--- src/rtl/itp_pkg.sv ---
package itp_pkg;

    typedef enum logic {
        ST_FILL = 1'b0,
        ST_LIVE = 1'b1
    } warm_state_e;

    function automatic int max_int(input int a, input int b);
        return (a > b) ? a : b;
    endfunction

endpackage

--- src/rtl/itp_frame_ctr.sv ---
module itp_frame_ctr #(
    parameter int CNT_W   = 6,
    parameter int WS_BIT  = 5,
    parameter int DEM_BIT = 2
) (
    input  logic clk,
    input  logic rst,
    output logic ws_gen,
    output logic dem_raw
);

    logic [CNT_W-1:0] cnt_q;
    logic             ws_q;

    // Rising-edge counter shared by the word select and matching clock.
    always_ff @(posedge clk) begin
        if (rst) begin
            cnt_q <= '0;
        end else begin
            cnt_q <= cnt_q + CNT_W'(1);
        end
    end

    // Word select is re-timed to the falling edge like every stream output.
    always_ff @(negedge clk) begin
        if (rst) begin
            ws_q <= 1'b0;
        end else begin
            ws_q <= cnt_q[WS_BIT];
        end
    end

    assign ws_gen  = ws_q;
    assign dem_raw = cnt_q[DEM_BIT];

endmodule

--- src/rtl/itp_tap_chain.sv ---
module itp_tap_chain #(
    parameter int NUM_TAPS = 4,
    parameter int TAP_STEP = 16
) (
    input  logic                clk,
    input  logic                rst,
    input  logic                din,
    output logic [NUM_TAPS-1:0] taps
);

    localparam int DEPTH = NUM_TAPS * TAP_STEP;

    logic [DEPTH-1:0] sr_q;

    always_ff @(posedge clk) begin
        if (rst) begin
            sr_q <= '0;
        end else begin
            sr_q <= {sr_q[DEPTH-2:0], din};
        end
    end

    // Stage (k+1)*TAP_STEP-1 holds the sample from (k+1)*TAP_STEP-1 edges ago;
    // the falling-edge re-time adds the last bit clock of delay.
    for (genvar k = 0; k < NUM_TAPS; k++) begin : g_tap
        assign taps[k] = sr_q[(k+1)*TAP_STEP-1];
    end

endmodule

--- src/rtl/itp_warmup_fsm.sv ---
module itp_warmup_fsm
    import itp_pkg::*;
#(
    parameter int FRAME_BITS = 64
) (
    input  logic clk,
    input  logic rst,
    output logic live
);

    localparam int          FILL_W    = $clog2(FRAME_BITS);
    localparam logic [FILL_W-1:0] FILL_LAST = FILL_W'(FRAME_BITS - 1);

    warm_state_e       state_q, state_d;
    logic [FILL_W-1:0] fill_q, fill_d;

    // State register.
    always_ff @(posedge clk) begin
        if (rst) begin
            state_q <= ST_FILL;
            fill_q  <= '0;
        end else begin
            state_q <= state_d;
            fill_q  <= fill_d;
        end
    end

    // Next state: FILL counts rising edges, leaves on the last stage.
    always_comb begin
        state_d = state_q;
        fill_d  = fill_q;
        unique case (state_q)
            ST_FILL: begin
                fill_d = fill_q + FILL_W'(1);
                if (fill_q == FILL_LAST) begin
                    state_d = ST_LIVE;
                end
            end
            ST_LIVE: begin
                fill_d = fill_q;
            end
            default: begin
                state_d = ST_FILL;
            end
        endcase
    end

    // Outputs.
    always_comb begin
        unique case (state_q)
            ST_FILL: live = 1'b0;
            ST_LIVE: live = 1'b1;
            default: live = 1'b0;
        endcase
    end

endmodule

--- src/rtl/itp_out_stage.sv ---
module itp_out_stage #(
    parameter int NUM_TAPS  = 4,
    parameter int INV_FIRST = 2
) (
    input  logic                clk,
    input  logic                rst,
    input  logic                live,
    input  logic [NUM_TAPS-1:0] ws_taps,
    input  logic [NUM_TAPS-1:0] sd_taps,
    input  logic                dem_raw,
    output logic [NUM_TAPS-1:0] ws_out,
    output logic [NUM_TAPS-1:0] sd_out,
    output logic                dem_clk,
    output logic                dem_clk_n
);

    logic [NUM_TAPS-1:0] inv_mask;

    for (genvar k = 0; k < NUM_TAPS; k++) begin : g_pol
        if (k >= INV_FIRST) begin : g_inv
            assign inv_mask[k] = 1'b1;
        end else begin : g_pass
            assign inv_mask[k] = 1'b0;
        end
    end

    always_ff @(negedge clk) begin
        if (rst || !live) begin
            ws_out    <= '0;
            sd_out    <= '0;
            dem_clk   <= 1'b0;
            dem_clk_n <= 1'b0;
        end else begin
            ws_out    <= ws_taps;
            sd_out    <= sd_taps ^ inv_mask;
            dem_clk   <= dem_raw;
            dem_clk_n <= ~dem_raw;
        end
    end

endmodule

--- src/rtl/i2s_tap_interp.sv ---
module i2s_tap_interp
    import itp_pkg::*;
#(
    parameter int FRAME_BITS   = 64,
    parameter int NUM_TAPS     = 4,
    parameter int INV_FIRST    = 2,
    parameter int DEM_DIV_LOG2 = 3
) (
    input  logic                bck,
    input  logic                rst,
    input  logic                ws_int_sel,
    input  logic                ws_in,
    input  logic                sd_in,
    output logic                ws_gen_out,
    output logic [NUM_TAPS-1:0] ws_out,
    output logic [NUM_TAPS-1:0] sd_out,
    output logic                dem_clk,
    output logic                dem_clk_n
);

    localparam int TAP_STEP   = FRAME_BITS / NUM_TAPS;
    localparam int FRAME_LOG2 = $clog2(FRAME_BITS);
    localparam int CNT_W      = max_int(FRAME_LOG2, DEM_DIV_LOG2);

    logic                dem_raw;
    logic                ws_src;
    logic                live;
    logic [NUM_TAPS-1:0] ws_taps;
    logic [NUM_TAPS-1:0] sd_taps;

    itp_frame_ctr #(
        .CNT_W  (CNT_W),
        .WS_BIT (FRAME_LOG2 - 1),
        .DEM_BIT(DEM_DIV_LOG2 - 1)
    ) u_ctr (
        .clk    (bck),
        .rst    (rst),
        .ws_gen (ws_gen_out),
        .dem_raw(dem_raw)
    );

    assign ws_src = ws_int_sel ? ws_gen_out : ws_in;

    itp_tap_chain #(
        .NUM_TAPS(NUM_TAPS),
        .TAP_STEP(TAP_STEP)
    ) u_ws_chain (
        .clk (bck),
        .rst (rst),
        .din (ws_src),
        .taps(ws_taps)
    );

    itp_tap_chain #(
        .NUM_TAPS(NUM_TAPS),
        .TAP_STEP(TAP_STEP)
    ) u_sd_chain (
        .clk (bck),
        .rst (rst),
        .din (sd_in),
        .taps(sd_taps)
    );

    itp_warmup_fsm #(
        .FRAME_BITS(FRAME_BITS)
    ) u_fsm (
        .clk (bck),
        .rst (rst),
        .live(live)
    );

    itp_out_stage #(
        .NUM_TAPS (NUM_TAPS),
        .INV_FIRST(INV_FIRST)
    ) u_out (
        .clk      (bck),
        .rst      (rst),
        .live     (live),
        .ws_taps  (ws_taps),
        .sd_taps  (sd_taps),
        .dem_raw  (dem_raw),
        .ws_out   (ws_out),
        .sd_out   (sd_out),
        .dem_clk  (dem_clk),
        .dem_clk_n(dem_clk_n)
    );

endmodule

--- config.mk ---
export PLATFORM = sky130hd
export DESIGN_NAME = i2s_tap_interp
export DESIGN_NICKNAME = d
export VERILOG_FILES = /design/src/rtl/itp_pkg.sv /design/src/rtl/itp_frame_ctr.sv /design/src/rtl/itp_tap_chain.sv /design/src/rtl/itp_warmup_fsm.sv /design/src/rtl/itp_out_stage.sv /design/src/rtl/i2s_tap_interp.sv
export SDC_FILE = /design/constraint.sdc
export NUM_CORES = 1
export LEC_CHECK = 0
export BUFFER_PORTS_ARGS = -buffer_cell sky130_fd_sc_hd__buf_2
export CAP_MARGIN = 10
export CORE_ASPECT_RATIO = 0.6
export CORE_UTILIZATION = 50
export CTS_BUF_LIST = sky130_fd_sc_hd__clkbuf_8 sky130_fd_sc_hd__clkbuf_16
export CTS_CLUSTER_SIZE = 16
export DETAILED_ROUTE_END_ITERATION = 10
export PLACE_DENSITY = 0.75
export SLEW_MARGIN = 0
export SYNTH_ARGS = -nofsm -noshare
export SYNTH_HDL_FRONTEND = slang
export SYNTH_SLANG_ARGS = --single-unit
--- constraint.sdc ---
create_clock -name bck -period 1 [get_ports bck]
set_input_delay 0.1 -clock bck [delete_from_list [all_inputs] [get_ports bck]]
set_output_delay 0.1 -clock bck [all_outputs]
set_load 0.05 [all_outputs]
; Yosys cells after proc, flatten, opt, wreduce, memory -nomap -nowiden
; Index checks and enable logic that the tools add are counted.
[totals]
output_inout_bits = 11
reg_bits = 152
elab_cells = 23
[classes]
n_bitwise = 3
eq_ne = 1
addsub = 2
n_mux = 5
n_reduce_logical = 2
[op_table]
columns = op, count
row1 = $add A6 B1 Y6 const B, 2
row2 = $eq A6 B6 Y1 const B, 1
row3 = $mux W6, 1
row4 = $mux W1, 3
row5 = $not A1 Y1, 2
row6 = $not A2 Y2, 1
row7 = $pmux W1 S2, 1
row8 = $logic_not A1 Y1, 1
row9 = $logic_or A1 B1 Y1, 1

; Logic depth before layout (Yosys ltp)
; Gate-level depths: netlist of run 1.
[depth]
ltp_word = 4
ltp_mapped = 4
depth_no_buf = 4

; Hierarchy
; From an unflattened synthesis of run 1, not the netlist that was laid out.
[hier_totals]
hier_cells = 352
hier_area_um2 = 4747.1
[modules_own_cells]
columns = mod, instances, area_each_um2, cells_per_inst, seq_area_each_um2
row1 = itp_tap_chain, 2, 1948.1, 139, 1281.2
row2 = itp_warmup_fsm, 1, 294.0, 28, 140.1
row3 = itp_out_stage, 1, 287.8, 21, 200.2
row4 = itp_frame_ctr, 1, 254.0, 24, 140.1
row5 = i2s_tap_interp, 1, 15.0, 1, 0.0

==> parameters.txt, run 1 <==
Parameter                              Value

Outcome
  Status    complete, but fails checks
  Violations in the final reports    negative setup slack

Power and ir drop
  Post-layout power    12.8 mW
  Switch share    20.4%
  Internal Dissipation    10.2 mW
  Power Dens Cells    2290 nW/um^2
  Clock power frac    50.6%
  Net switching power figure    2.61 mW
  Combinational cell fraction of total power    1.6%
  Static Leakage    2.28 nW
  Portion of total power attributed to sequential cells    47.8%
  Worst IR drop on VDD    1280 uV

Worst setup path
  Launch instance of the worst register-to-register path    u_fsm.state_q
  Start point of the critical path    u_out.ws_out[1]
  Critical Path End    ws_out[1]
  Number of cells on the critical path    1
  Worst-path cell chain    buf_8
  Crit-path max cell delay    0.35 ns
  Slowest CP cell    sky130_fd_sc_hd__dfxtp_4
  Maximum fanout along the worst path    1
  Critical Path Sink Type    output pin
  Critical Path Start Type    flip-flop
  Count of buffer and inverter cells on the critical path    1
  Worst path arrival time    1.43 ns
  R2R setup slack    -0.21 ns
  CP Class    flip-flop to output pin
  Category of cells accounting for the largest share of critical-path delay    flip-flops
  Required time of the critical path    0.90 ns
  Number of cell instances on the worst register-to-register path    2
  RR Endpoint    u_out.sd_out[1]

Global route
  Global Route met1 Usage    20.2%
  Largest net degree at the start of global routing    61
  Global-route met2 utilization    24.5%
  Wire length of the first global-routing pass    10.6 mm
  Sum of overflow across all layers after global routing    0
  Met3 GRT Util    6.75%
  Via count of the first global-routing pass    2,264
  GRT Resource Usage Total    16.6%
  Most heavily used metal layer in global routing    met2
  Initial antenna violation count    0

Cells and area
  Number of inserted diodes    0
  Signed area change from the synthesized netlist to the final layout    31.2%
  Number of nets in the layout    410
  Share of post-route cells with drive strength above 1    27.2%

Yosys
  Total standard cell area after synthesis    4240 sq um
  Share of the yosys chip area belonging to registers    71.8%
  Area share of the leading cell type in the synthesized netlist    71.8%
  Yosys top cell by area    sky130_fd_sc_hd__dfxtp_1
  Count of distinct cell types in the synthesized netlist    22
  Mapped Avg Cell Area    12.2 sq um
  Gate count of the mapped netlist    348
  Cell types occupying the most area after synthesis    sky130_fd_sc_hd__dfxtp_1 72%, sky130_fd_sc_hd__nor2b_1 19%, sky130_fd_sc_hd__buf_2 1.8%, sky130_fd_sc_hd__nor2_1 1.6%, sky130_fd_sc_hd__xor2_1 1.0%
  Net count after synthesis    355
  Register bit total from synthesis    152
  Total of warnings raised by yosys    0

Clock tree
  Clk Latency, worst-skew pair    0.44 ns
  Root Driver    sky130_fd_sc_hd__clkbuf_16
  Number of clock sinks    152
  Total number of H-tree levels    4
  Clock tree from TritonCTS    yes
  Clock tree buffer depth    2
  Clock slew at reported path FFs    0.05 ns
  Number of buffers added by the clock tree synthesis step    17

Floorplanning
  Die Span Y    73.3 microns
  Horizontal die dimension    121 microns
  Number of placed I/O pins    16
  Starting Density    52.7%
  Area of the die    8870 sq um
  Core area    8040 sq um
  Standard-cell row count    25

Detailed routing
  Remaining antenna violation count    0
  DRC    0
  Routed via count divided by cell count    4.30
  Initial drt markers    91
  Number of optimization iterations in the first detailed-route pass    4
  Vias    2,254
  Drt wl/cell    12.0 microns
  Overall routed net length    6.30 mm

Timing
  Fin Clk Skew    0.0349 ns
  Final Max Tran Viols    0
  Number of hold violations in the final report    0
  Actual slew at the worst max-slew pin    0.526 ns
  Post-route setup slack    -0.531 ns
  Setup violation total in the final timing report    29
  Setup repair after global routing missed its margin    true
  Aggregate negative setup slack    -7.73 ns
  Max-slew headroom    64.9%

Place
  Last weighted congestion value of the routability-driven placer    0.673
  HPWL after detailed placement    3.31 mm
  Count of input and output buffers    15

Hold path
  Worst hold path class    input port to flip-flop

Job
  Max-capacitance violation count    0
-- placed cells by master (no fill, tap or decap), types with 2 or more instances in the layout --
cell type	count
sky130_fd_sc_hd__clkinv_4	2
sky130_fd_sc_hd__dlygate4sd3_1	3
sky130_fd_sc_hd__nor2_2	3
sky130_fd_sc_hd__xor2_1	5
sky130_fd_sc_hd__nor2_1	14
sky130_fd_sc_hd__clkinvlp_4	4
sky130_fd_sc_hd__clkinv_1	2
sky130_fd_sc_hd__buf_6	5
sky130_fd_sc_hd__buf_8	11
sky130_fd_sc_hd__and2_4	4
sky130_fd_sc_hd__dfxtp_4	15
sky130_fd_sc_hd__clkbuf_16	17
sky130_fd_sc_hd__dfxtp_1	132
sky130_fd_sc_hd__dfxtp_2	5
sky130_fd_sc_hd__inv_1	15
sky130_fd_sc_hd__mux2i_1	2
sky130_fd_sc_hd__nand2_1	2
sky130_fd_sc_hd__buf_2	3
sky130_fd_sc_hd__bufinv_16	3
sky130_fd_sc_hd__nor2b_1	123
sky130_fd_sc_hd__xnor2_1	2
sky130_fd_sc_hd__buf_4	20
sky130_fd_sc_hd__nor2b_4	6
-- through the flow --
stage | hold slack [ns] | setup WS, ns | instance area, sq um | cells | utilization, %
after floorplan | 0.179 | -0.174 | 4310 | 348 | -
after global placement | 0.318 | -0.186 | 4550 | 470 | 56.6
after detailed placement | 0.321 | -0.200 | 4550 | 470 | 56.6
after CTS | 0.00771 | -0.532 | 5480 | 521 | 68.2
after global routing | 0.0504 | -0.559 | 5560 | 524 | 69.2
final | 0.0438 | -0.531 | 5560 | 524 | 69.2
-- what timing repair did --
| action | CTS | global route |
|---|---|---|
| endpoints found under the setup margin | 30 | 31 |
| endpoints found under the hold margin | 2 | 0 |
| buffers inserted | 6 | 3 |
| hold buffers | 3 | 0 |
| pin swaps | 13 | 7 |
| gates resized for setup | 63 | 19 |
| cloned | 0 | 0 |
-- flip-flops by register name (all words and copies together) (netlist names) --
| name | cells |
|---|---|
| u_fsm.fill_q | 6 |
| u_fsm.state_q | 1 |
| u_out.dem_clk | 1 |
| u_ctr.cnt_q | 6 |
| u_sd_chain.sr_q | 64 |
| u_out.sd_out | 4 |
| u_ctr.ws_gen | 1 |
| u_out.dem_clk_n | 1 |
| u_out.ws_out | 4 |
| u_ws_chain.sr_q | 64 |
-- power by group through the flow --
stage | Combinational (mW) | Clock [mW] | Sequential [mW]
floorplan | 0.125 | 0.0727 | 6.21
global placement | 0.169 | 0.0727 | 6.22
detailed placement | 0.179 | 0.0727 | 6.22
CTS | 0.200 | 6.59 | 6.10
global route | 0.233 | 6.89 | 6.10
finish | 0.207 | 6.45 | 6.10
-- cell families after synthesis --
| logic type | after synthesis | synth area share, % |
|---|---|---|
| simple gates | 162 | 23.0 |
| flops | 152 | 71.8 |
| buf+inv | 19 | 2.12 |
| xor+xnor | 7 | 1.45 |
| compound gates | 3 | 0.383 |
| mux | 3 | 0.738 |
| fa+ha+maj | 2 | 0.590 |
-- synth_stat cells (all sizes together) --
cell type,n
a21oi,1
o21ai,1
inv,3
nand4b,2
nand2,2
dfxtp,152
buf,15
clkbuf,1
mux2,1
nand2b,1
and3,1
mux2i,2
or3,1
nand3,2
and2,5
xor2,5
a31oi,1
nor2,18
xnor2,2
nor2b,130
ha,2
-- final cells by class --
class / count / area, sq um
Inverter: 2 / 7.51
Clock inverter: 25 / 199
Multi-Input combinational cell: 177 / 1260
Tap cell: 108 / 135
Timing Repair Buffer: 42 / 417
Clock buffer: 18 / 439
Sequential cell: 152 / 3110
Fill cell: 558 / 2480
-- worst min path at each step --
stage | to | depth (start not counted) | startpoint | slack, ns
2_1_floorplan | u_sd_chain.sr_q[16] | 1 | rst | 0.18
3_3_place_gp | u_sd_chain.sr_q[0] | 2 | sd_in | 0.32
3_5_place_dp | u_sd_chain.sr_q[0] | 2 | sd_in | 0.32
4_1_cts | u_ws_chain.sr_q[48] | 2 | rst | 0.008
6_report | u_ws_chain.sr_q[32] | 2 | rst | 0.04
5_1_grt | u_ws_chain.sr_q[32] | 2 | rst | 0.05
-- per-layer routing --
| layer | part of all wire [%] | vias to the layer above | wire, microns |
|---|---|---|---|
| li1 | - | 1171 | - |
| met1 | 49 | 1043 | 3110 |
| met2 | 45 | 26 | 2820 |
| met3 | 3.8 | 14 | 241 |
| met4 | 2.0 | 0 | 123 |
| met5 | 0 | - | 0 |
Power figures use the tool's default switching activity.
==> inputs of run 2 (changes only) <==
--- a/config.mk
+++ b/config.mk
@@ -12,7 +12,9 @@
 export CTS_BUF_LIST = sky130_fd_sc_hd__clkbuf_8 sky130_fd_sc_hd__clkbuf_16
 export CTS_CLUSTER_SIZE = 16
 export DETAILED_ROUTE_END_ITERATION = 10
+export GPL_TIMING_DRIVEN = 0
 export PLACE_DENSITY = 0.75
+export SKIP_LAST_GASP = 1
 export SLEW_MARGIN = 0
 export SYNTH_ARGS = -nofsm -noshare
 export SYNTH_HDL_FRONTEND = slang
==> run 2 against run 1 <==
The flow still finishes with violations (negative setup slack). Clock power rose by 17%. Sequential share of layout area fell by 0.33 points. Via count rose by 1.1%. Critical path type unchanged. Sequential cell count did not move.
==> parameters.txt, run 2 (synthesis results as in run 1) <==
Parameter                              Value

Worst setup path
  Crit-path max cell delay    0.34 ns (about the same)
  Worst-path cell chain    buf_8
  Maximum fanout along the worst path    1 (unchanged)
  Required time of the critical path    0.90 ns (about the same)
  Worst path arrival time    1.44 ns (about the same)
  Critical Path Sink Type    output pin
  Number of cells on the critical path    1 (unchanged)
  Critical Path Start Type    flip-flop
  Count of buffer and inverter cells on the critical path    1 (unchanged)
  Number of cell instances on the worst register-to-register path    2 (unchanged)
  Category of cells accounting for the largest share of critical-path delay    flip-flops
  Slowest CP cell    sky130_fd_sc_hd__dfxtp_4
  CP Class    flip-flop to output pin

Clock tree
  Clk Latency, worst-skew pair    0.45 ns (about the same)
  Clock tree from TritonCTS    yes
  Root Driver    sky130_fd_sc_hd__clkbuf_16
  Number of clock sinks    152 (unchanged)
  Clock slew at reported path FFs    0.06 ns (about the same)
  Total number of H-tree levels    4 (unchanged)
  Clock tree buffer depth    2 (unchanged)
  Number of buffers added by the clock tree synthesis step    17 (unchanged)

Timing
  Actual slew at the worst max-slew pin    0.386 ns (-0.140 ns)
  Fin Clk Skew    0.0425 ns (+0.00762 ns)
  Number of hold violations in the final report    0 (unchanged)
  Aggregate negative setup slack    -8.34 ns (-0.614 ns)
  Max-slew headroom    74.2% (+9.3 points)
  Final Max Tran Viols    0 (unchanged)
  Smallest hold slack    0.0385 ns (-0.00533 ns)
  Setup repair after global routing missed its margin    true
  Post-route setup slack    -0.536 ns (-0.00478 ns)
  Setup violation total in the final timing report    27 (-6.9%)

Detailed routing
  Drt wl/cell    12.9 microns (+7.2%)
  Vias    2,279 (+1.1%)
  Overall routed net length    6.73 mm (+6.8%)
  DRC    0 (unchanged)
  Remaining antenna violation count    0 (unchanged)
  Routed via count divided by cell count    4.37 (+1.5%)
  Initial drt markers    103 (+13%)
  Number of optimization iterations in the first detailed-route pass    4 (unchanged)

Cells and area
  Top library cells by usage in the layout, fill and taps aside    132 x sky130_fd_sc_hd__dfxtp_1, 125 x sky130_fd_sc_hd__nor2b_1, 20 x sky130_fd_sc_hd__clkbuf_16
  Most common cell after layout, fill and taps aside    sky130_fd_sc_hd__dfxtp_1
  Final Core Density    69.6% (+0.36 points)
  Biggest registers after layout    u_sd_chain.sr_q (64), u_ws_chain.sr_q (64)
  Signed area change from the synthesized netlist to the final layout    31.9%
  Number of inserted diodes    0 (unchanged)
  Share of post-route cells with drive strength above 1    27.3% (+0.13 points)
  Number of nets in the layout    408 (-0.49%)

Global route
  Sum of overflow across all layers after global routing    0 (unchanged)
  Initial antenna violation count    0 (unchanged)
  Largest net degree at the start of global routing    17 (-72%)
  Via count of the first global-routing pass    2,216 (-2.1%)
  Wire length of the first global-routing pass    10.7 mm (+1.4%)
  GRT Resource Usage Total    17.0% (+0.42 points)

Floorplanning
  Standard-cell row count    25 (unchanged)
  Core area    8040 sq um (unchanged)
  Horizontal die dimension    121 microns (unchanged)
  Starting Density    52.7% (unchanged)
  Number of placed I/O pins    16 (unchanged)
  Die Span Y    73.3 microns (unchanged)
  Area of the die    8870 sq um (unchanged)

Power and ir drop
  Worst IR drop on VDD    1550 uV (+21%)
  Power Dens Cells    2480 nW/um^2 (+8.2%)
  Static Leakage    2.30 nW (+0.84%)
  Post-layout power    13.9 mW (+8.8%)

Hold path
  Hold Crit Depth    2 (unchanged)
  Worst hold path class    input port to flip-flop

Outcome
  Violations in the final reports    negative setup slack
  Status    complete, but fails checks

Place
  HPWL after detailed placement    3.56 mm (+7.4%)
  Last weighted congestion value of the routability-driven placer    0.677 (+0.55%)
  Count of input and output buffers    15 (unchanged)

Job
  Max-capacitance violation count    0 (unchanged)
run 2: worst paths after layout:
check | startpoint | endpoint | slack, ns
worst min-delay path | rst | u_sd_chain.sr_q[16] | 0.04
worst min register to register | u_ws_chain.sr_q[32] | u_ws_chain.sr_q[33] | 0.43
worst max register to register | u_ctr.ws_gen | u_ws_chain.sr_q[0] | -0.24
worst max-delay path | u_out.sd_out[3] | sd_out[3] | -0.54
run 2: what timing repair did:
action	in CTS	in global routing
gates cloned	0	0
hold endpoints to repair	2	0
setup buffers	5	1
gates resized for setup	51	21
endpoints found under the setup margin	28	31
pin swaps	5	10
hold buffers	3	0
run 2: layout make-up:
| class | instances | area [sq um] |
|---|---|---|
| multi-input cells | 177 | 1240 |
| inverters | 2 | 7.51 |
| repair buffers | 24 | 272 |
| well taps | 108 | 135 |
| plain buffers | 16 | 88.8 |
| clock buffers | 21 | 514 |
| flip-flops and latches | 152 | 3100 |
| fillers | 520 | 2450 |
| clock inverters | 22 | 234 |
run 2: layer usage:
metal | up-vias | wire length, microns | part of all wire [%] | track usage [%]
li1 | 1166 | - | - | -
met1 | 1051 | 3180 | 47 | 20.9
met2 | 44 | 3070 | 46 | 25.0
met3 | 18 | 336 | 5.0 | 8.15
met4 | 0 | 147 | 2.2 | 8.64
met5 | - | 0 | 0 | 0
run 2: metrics by stage:
step           setup WS [ns]  instance area [sq um]  instances
2_1_floorplan         -0.174                   4310        348
3_3_place_gp          -0.395                   4520        471
3_5_place_dp          -0.410                   4520        471
4_1_cts               -0.535                   5500        521
5_1_grt               -0.566                   5590        522
6_report              -0.536                   5590        522
run 2: where the power goes:
group	leakage, nW	switching, mW	total, mW	internal (mW)
Sequential	1.24	0.0395	6.10	6.06
Combinational	0.659	0.127	0.209	0.0826
Clock	0.400	2.56	7.56	5.00
